File: src/rtl/secded_pkg.sv
package secded_pkg;

    typedef enum logic [2:0] {
        LV_OFF,
        LV_SKIP,
        LV_CLEAN,
        LV_FIX_DATA,
        LV_FIX_CHK,
        LV_FATAL
    } lane_verdict_e;

    // Column value for protected bit k: weight-3 values ascending, then
    // weight-5, then weight-7, over a cw-bit check field.
    function automatic logic [15:0] hsiao_col(input int k, input int cw);
        logic [15:0] res;
        int n;
        res = '0;
        n = 0;
        for (int w = 3; w <= cw; w += 2) begin
            for (int v = 0; v < (1 << cw); v++) begin
                if ($countones(v) == w) begin
                    if (n == k) res = 16'(v);
                    n++;
                end
            end
        end
        return res;
    endfunction

    // Row j of the parity matrix: which protected bits feed check bit j.
    function automatic logic [255:0] row_mask(input int j, input int pw, input int cw);
        logic [255:0] m;
        logic [15:0] c;
        m = '0;
        for (int k = 0; k < pw; k++) begin
            c = hsiao_col(k, cw);
            m[k] = c[j];
        end
        return m;
    endfunction

endpackage

File: src/rtl/secded_encode.sv
module secded_encode #(
    parameter int DATA_W = 64,
    parameter int ADDR_W = 19,
    parameter int CHK_W  = 8
) (
    input  logic [DATA_W-1:0] data,
    input  logic [ADDR_W-1:0] addr,
    output logic [CHK_W-1:0]  chk
);
    import secded_pkg::*;

    localparam int PROT_W = DATA_W + ADDR_W;

    logic [PROT_W-1:0] prot;
    assign prot = {addr, data};

    for (genvar j = 0; j < CHK_W; j++) begin : g_row
        localparam logic [255:0] ROW = row_mask(j, PROT_W, CHK_W);
        assign chk[j] = ^(prot & ROW[PROT_W-1:0]);
    end

endmodule

File: src/rtl/secded_lane.sv
module secded_lane #(
    parameter int DATA_W = 64,
    parameter int ADDR_W = 19,
    parameter int CHK_W  = 8
) (
    input  logic              en,
    input  logic [DATA_W-1:0] data,
    input  logic [ADDR_W-1:0] addr,
    input  logic [CHK_W-1:0]  stored,
    output logic [DATA_W-1:0] data_out,
    output logic              sbe,
    output logic              ue
);
    import secded_pkg::*;

    localparam int PROT_W = DATA_W + ADDR_W;

    logic [CHK_W-1:0]  calc;
    logic [CHK_W-1:0]  syn;
    logic [PROT_W-1:0] hit;
    logic [DATA_W-1:0] hit_data;
    logic [ADDR_W-1:0] hit_addr;
    logic              blank;
    lane_verdict_e     verdict;

    secded_encode #(
        .DATA_W(DATA_W),
        .ADDR_W(ADDR_W),
        .CHK_W (CHK_W)
    ) u_enc (
        .data(data),
        .addr(addr),
        .chk (calc)
    );

    assign syn = calc ^ stored;

    // One comparator per protected column locates a single-bit error.
    for (genvar k = 0; k < PROT_W; k++) begin : g_hit
        localparam logic [15:0] COL = hsiao_col(k, CHK_W);
        assign hit[k] = (syn == COL[CHK_W-1:0]);
    end

    assign hit_data = hit[DATA_W-1:0];
    assign hit_addr = hit[PROT_W-1:DATA_W];

    assign blank = ((data == '0) && (stored == '0)) ||
                   ((&data) && (&stored));

    // Verdict selection, highest priority first.
    always_comb begin
        if (!en)                         verdict = LV_OFF;
        else if (blank)                  verdict = LV_SKIP;
        else if (syn == '0)              verdict = LV_CLEAN;
        else if ($countones(syn) == 1)   verdict = LV_FIX_CHK;
        else if (|hit_addr)              verdict = LV_FATAL;
        else if (|hit_data)              verdict = LV_FIX_DATA;
        else                             verdict = LV_FATAL;
    end

    // Output decode per verdict.
    always_comb begin
        data_out = data;
        sbe      = 1'b0;
        ue       = 1'b0;
        unique case (verdict)
            LV_OFF, LV_SKIP, LV_CLEAN: begin
                data_out = data;
            end
            LV_FIX_CHK: begin
                sbe = 1'b1;
            end
            LV_FIX_DATA: begin
                data_out = data ^ hit_data;
                sbe      = 1'b1;
            end
            LV_FATAL: begin
                ue = 1'b1;
            end
            default: begin
                ue = 1'b1;
            end
        endcase
    end

endmodule

File: config.mk
export PLATFORM = sky130hd
export DESIGN_NAME = secded_lane
export DESIGN_NICKNAME = d
export VERILOG_FILES = /design/src/rtl/secded_pkg.sv /design/src/rtl/secded_encode.sv /design/src/rtl/secded_lane.sv
export SDC_FILE = /design/constraint.sdc
export NUM_CORES = 1
export LEC_CHECK = 0
export ABC_AREA = 0
export BUFFER_PORTS_ARGS = -buffer_cell sky130_fd_sc_hd__buf_4
export CAP_MARGIN = 20
export CORE_MARGIN = 2
export CORE_UTILIZATION = 48
export DETAILED_ROUTE_END_ITERATION = 16
export PLACE_DENSITY = 0.82
export SYNTH_ARGS = -nofsm -noshare
export SYNTH_HDL_FRONTEND = slang
export SYNTH_HIERARCHICAL = 1
export SYNTH_SLANG_ARGS = --single-unit
File: constraint.sdc
create_clock -name vclk -period 8.3
set_input_delay 1.66 -clock vclk [all_inputs]
set_output_delay 1.66 -clock vclk [all_outputs]
set_load 0.05 [all_outputs]
==> flow_summary.json, run 1 <==
{
  "outcome": "did not finish",
  "lastStage": "4_1_cts",
  "run.stop_error": "[ERROR DPL-0033] detailed placement checks failed during check placement.",
  "gp_congestion": 1.14,
  "synth_cell_types": 50,
  "postCtsSetupBuffers": 7,
  "die_w_um": 97.4,
  "dpl.hpwl_mm": 18.8,
  "ctsHoldBuffers": 0,
  "synth_fp_nets": 648,
  "netlist_area_sq_um": 4190,
  "synth_seq_area_share_pct": 0,
  "syn_inst": 545,
  "start_util_pct": 48.7,
  "place_area_sq_um": 7760,
  "port_buffers": 158,
  "ys_warn_count": 6,
  "avgSynthCellArea_sq_um": 7.68,
  "row_count": 34,
  "ctsResizeCount": 113,
  "boundaryPins": 158,
  "die_y_um": 97.4
}
[cells in the mapped netlist (all sizes together), types with 2 or more instances]
cell type / instances / area (sq um)
nor4: 30 / 194
and3: 10 / 62.6
nor2b: 2 / 12.5
nand4: 39 / 244
a211oi: 3 / 22.5
o21a: 2 / 15.0
o21ai: 8 / 40.0
xnor2: 177 / 1580
inv: 14 / 52.6
nand3: 45 / 230
xor2: 36 / 345
ha: 7 / 87.6
fa: 4 / 80.1
xnor3: 20 / 452
a21oi: 15 / 78.8
buf: 13 / 67.6
a31oi: 4 / 25.0
and4: 4 / 35.0
or4: 3 / 22.5
clkbuf: 12 / 45.0
nor2: 37 / 139
nand2: 28 / 110
mux2i: 3 / 30.0
nor3: 11 / 60.1
o31ai: 4 / 30.0
[cell families after synthesis]
logic type,share of synthesized area [%]
xor gates and xnor gates,56.8
and+or+nand+nor,27.4
AOI/OAI and AO/OA,6.76
buffers and inverters,4.04
adders and majority gates,4.01
muxes,0.987
[through the flow]
step | std cells | worst slack [ns]
floorplan | 545 | -0.241
global placement | 910 | -0.499
detailed placement | 910 | -0.746
==> inputs of run 2 (changes only) <==
- CORE_UTILIZATION: 48 -> 40
- PLACE_DENSITY: 0.82 -> default
- PLACE_DENSITY_LB_ADDON: default -> 0.15
- clock period: 8.3 -> 10.8 ns (I/O delays scaled with it)
==> run 2 against run 1 <==
Effect of this change: the run now ends clean; area after synthesis unchanged; synthesized cell count unchanged.
==> flow_summary.json, run 2 <==
{
  "critPathMaxStageDelay_ns": 0.55,
  "die_w_um": 106,
  "boundaryPins": 158,
  "dr.max_layer_used": "met4",
  "synth.largest_area_cell": "xnor2_1",
  "firstDrtPassIters": 4,
  "route.met2.wl_mm": 8.56,
  "worstSetupPathType": "in2out",
  "hp-class": "in2out",
  "fill_cells": 1038,
  "drt_iter0_markers": 532,
  "nClkBuffers": 0,
  "finalSetupViolations": 0,
  "drt-total-wl_mm": 19.5,
  "core-area_sq_um": 10200,
  "postCtsSetupBuffers": 0,
  "yosysTopAreaCellShare_pct": 36.2,
  "ctsResizeCount": 0,
  "cp_common_cell": "fa_1",
  "die_y_um": 106,
  "rsz0062_at_grt": "false",
  "fin_crit_ns": 10.38,
  "arrival_ns": 8.22,
  "setup_tns_ns": 0,
  "row_count": 37,
  "vias": 4940,
  "dpl.hpwl_mm": 16.0,
  "track_usage_pct": 33.8,
  "synth.most_common_cell": "xnor2_1",
  "timing_hold_violations_final": 0,
  "start_util_pct": 40.9,
  "grt_pass1_wl_mm": 29.2,
  "drc_errors": 0,
  "area_growth_pct": 32.4,
  "synth.area.top_cells": "xnor2_1, xnor3_1, xor2_1, nand4_1, nand3_1",
  "required_ns": 8.64,
  "end_kind": "output pin",
  "setup_ws_ns": 0.416,
  "drv_cap": 0,
  "post-route-util_pct": 54.2,
  "syn_inst": 545,
  "maxSlewViolCount": 0,
  "wl_met3_mm": 2.42,
  "port_buffers": 158,
  "fin_crit_sh_pct": 96.1,
  "wl_met1_mm": 7.99,
  "gp_congestion": 0.992,
  "layout_common_cells": "xnor2_1, buf_4, nand3_1",
  "ys_warn_count": 6,
  "grt_max_degree": 21,
  "dpl_worst_slack_ns": 0.442,
  "diodes": 0,
  "outcome": "finished clean",
  "ctsHoldBuffers": 0,
  "synthTopCellsByCount": "xnor2_1, nand3_1, nand4_1",
  "ff_latch_area_sq_um": 0,
  "synth_cell_types": 50,
  "worst_pin_slew_ns": 0.741,
  "grt_overflow": 0,
  "synth_fp_nets": 648,
  "worstPathMaxFanout": 7,
  "viasPerCell": 5.96,
  "multi_input_area_sq_um": 4020,
  "ant_nets": 0,
  "crit_path_start_kind": "primary input",
  "netlist_area_sq_um": 4190,
  "avgSynthCellArea_sq_um": 7.68,
  "cpMaxStageDelayCell": "fa_1",
  "antenna_found_initial": 0,
  "dieArea_sq_um": 11300,
  "grt_pass1_vias": 4876,
  "crit_chain": "buf_4 -> xnor2_1 -> xnor2_1 -> xnor3_1 -> xnor3_1 -> xor2_1 -> xnor2_2 -> inv_2 -> fa_1 -> inv_1 -> fa_1 -> fa_1 -> inv_1 -> ha_1 -> inv_1 -> fa_1 -> nand2_1 -> a21oi_1 -> nor3b_4 -> buf_4 -> nand3_2 -> nor4_2 -> xor2_1 -> buf_4",
  "wl_per_cell_um": 23.5,
  "slew_headroom_pct": 50.4,
  "design.seq.count": 0,
  "num-nets-final": 798,
  "fmax_ghz": 0.0963,
  "drive_above_1_share_pct": 28.4,
  "synth_seq_area_share_pct": 0
}
run 2: path summary, 6_finish.rpt:
kind / cells past startpoint / startpoint / to
worst min-delay path: 3 / data[23] / data_out[23]
worst max-delay path: 24 / data[14] / data_out[62]
run 2: metal layers:
metal / vias to the layer above / track usage [%]
met5: - / 0
met2: 370 / 53.3
met3: 32 / 5.64
met4: 0 / 8.08
met1: 2315 / 48.0
li1: 2223 / -
run 2: cells by family (layout without fill, tap and decap cells):
kind of cell	count (synthesis)	count (layout)	synth area share (%)
XOR/XNOR	233	233	56.8
AND/OR/NAND/NOR	213	213	27.4
AO/OA/AOI/OAI	44	44	6.76
buffers and inverters	40	188	4.04
adder cells (fa/ha/maj)	11	11	4.01
multiplexers	4	4	0.987
run 2: worst max-delay path: cells and delay by family:
| family | cells | cell delay, ns |
|---|---|---|
| adders and majority gates | 5 | 2.19 |
| and+or+nand+nor | 4 | 0.82 |
| xor gates and xnor gates | 7 | 2.10 |
| buffers and inverters | 7 | 0.83 |
| AOI/OAI and AO/OA | 1 | 0.10 |
run 2: metrics by stage:
step           hold slack, ns  instance area, sq um  instances
2_1_floorplan            4.59                  4190        545
3_5_place_dp             4.69                  5530        827
4_1_cts                  4.69                  5530        827
6_report                 4.69                  5540        829
5_1_grt                  4.70                  5540        829
3_3_place_gp             4.68                  5530        827
run 2: cell type report:
| class | count | area share [%] |
|---|---|---|
| inverter | 15 | 1.02 |
| timing repair buffer | 173 | 23.4 |
| multi-input combinational | 505 | 72.5 |
| tap | 136 | 3.07 |
Power of run 2 is left out: the tool's default activity adds up to more than one toggle a clock period on the data nets, which glitch-free logic cannot reach.
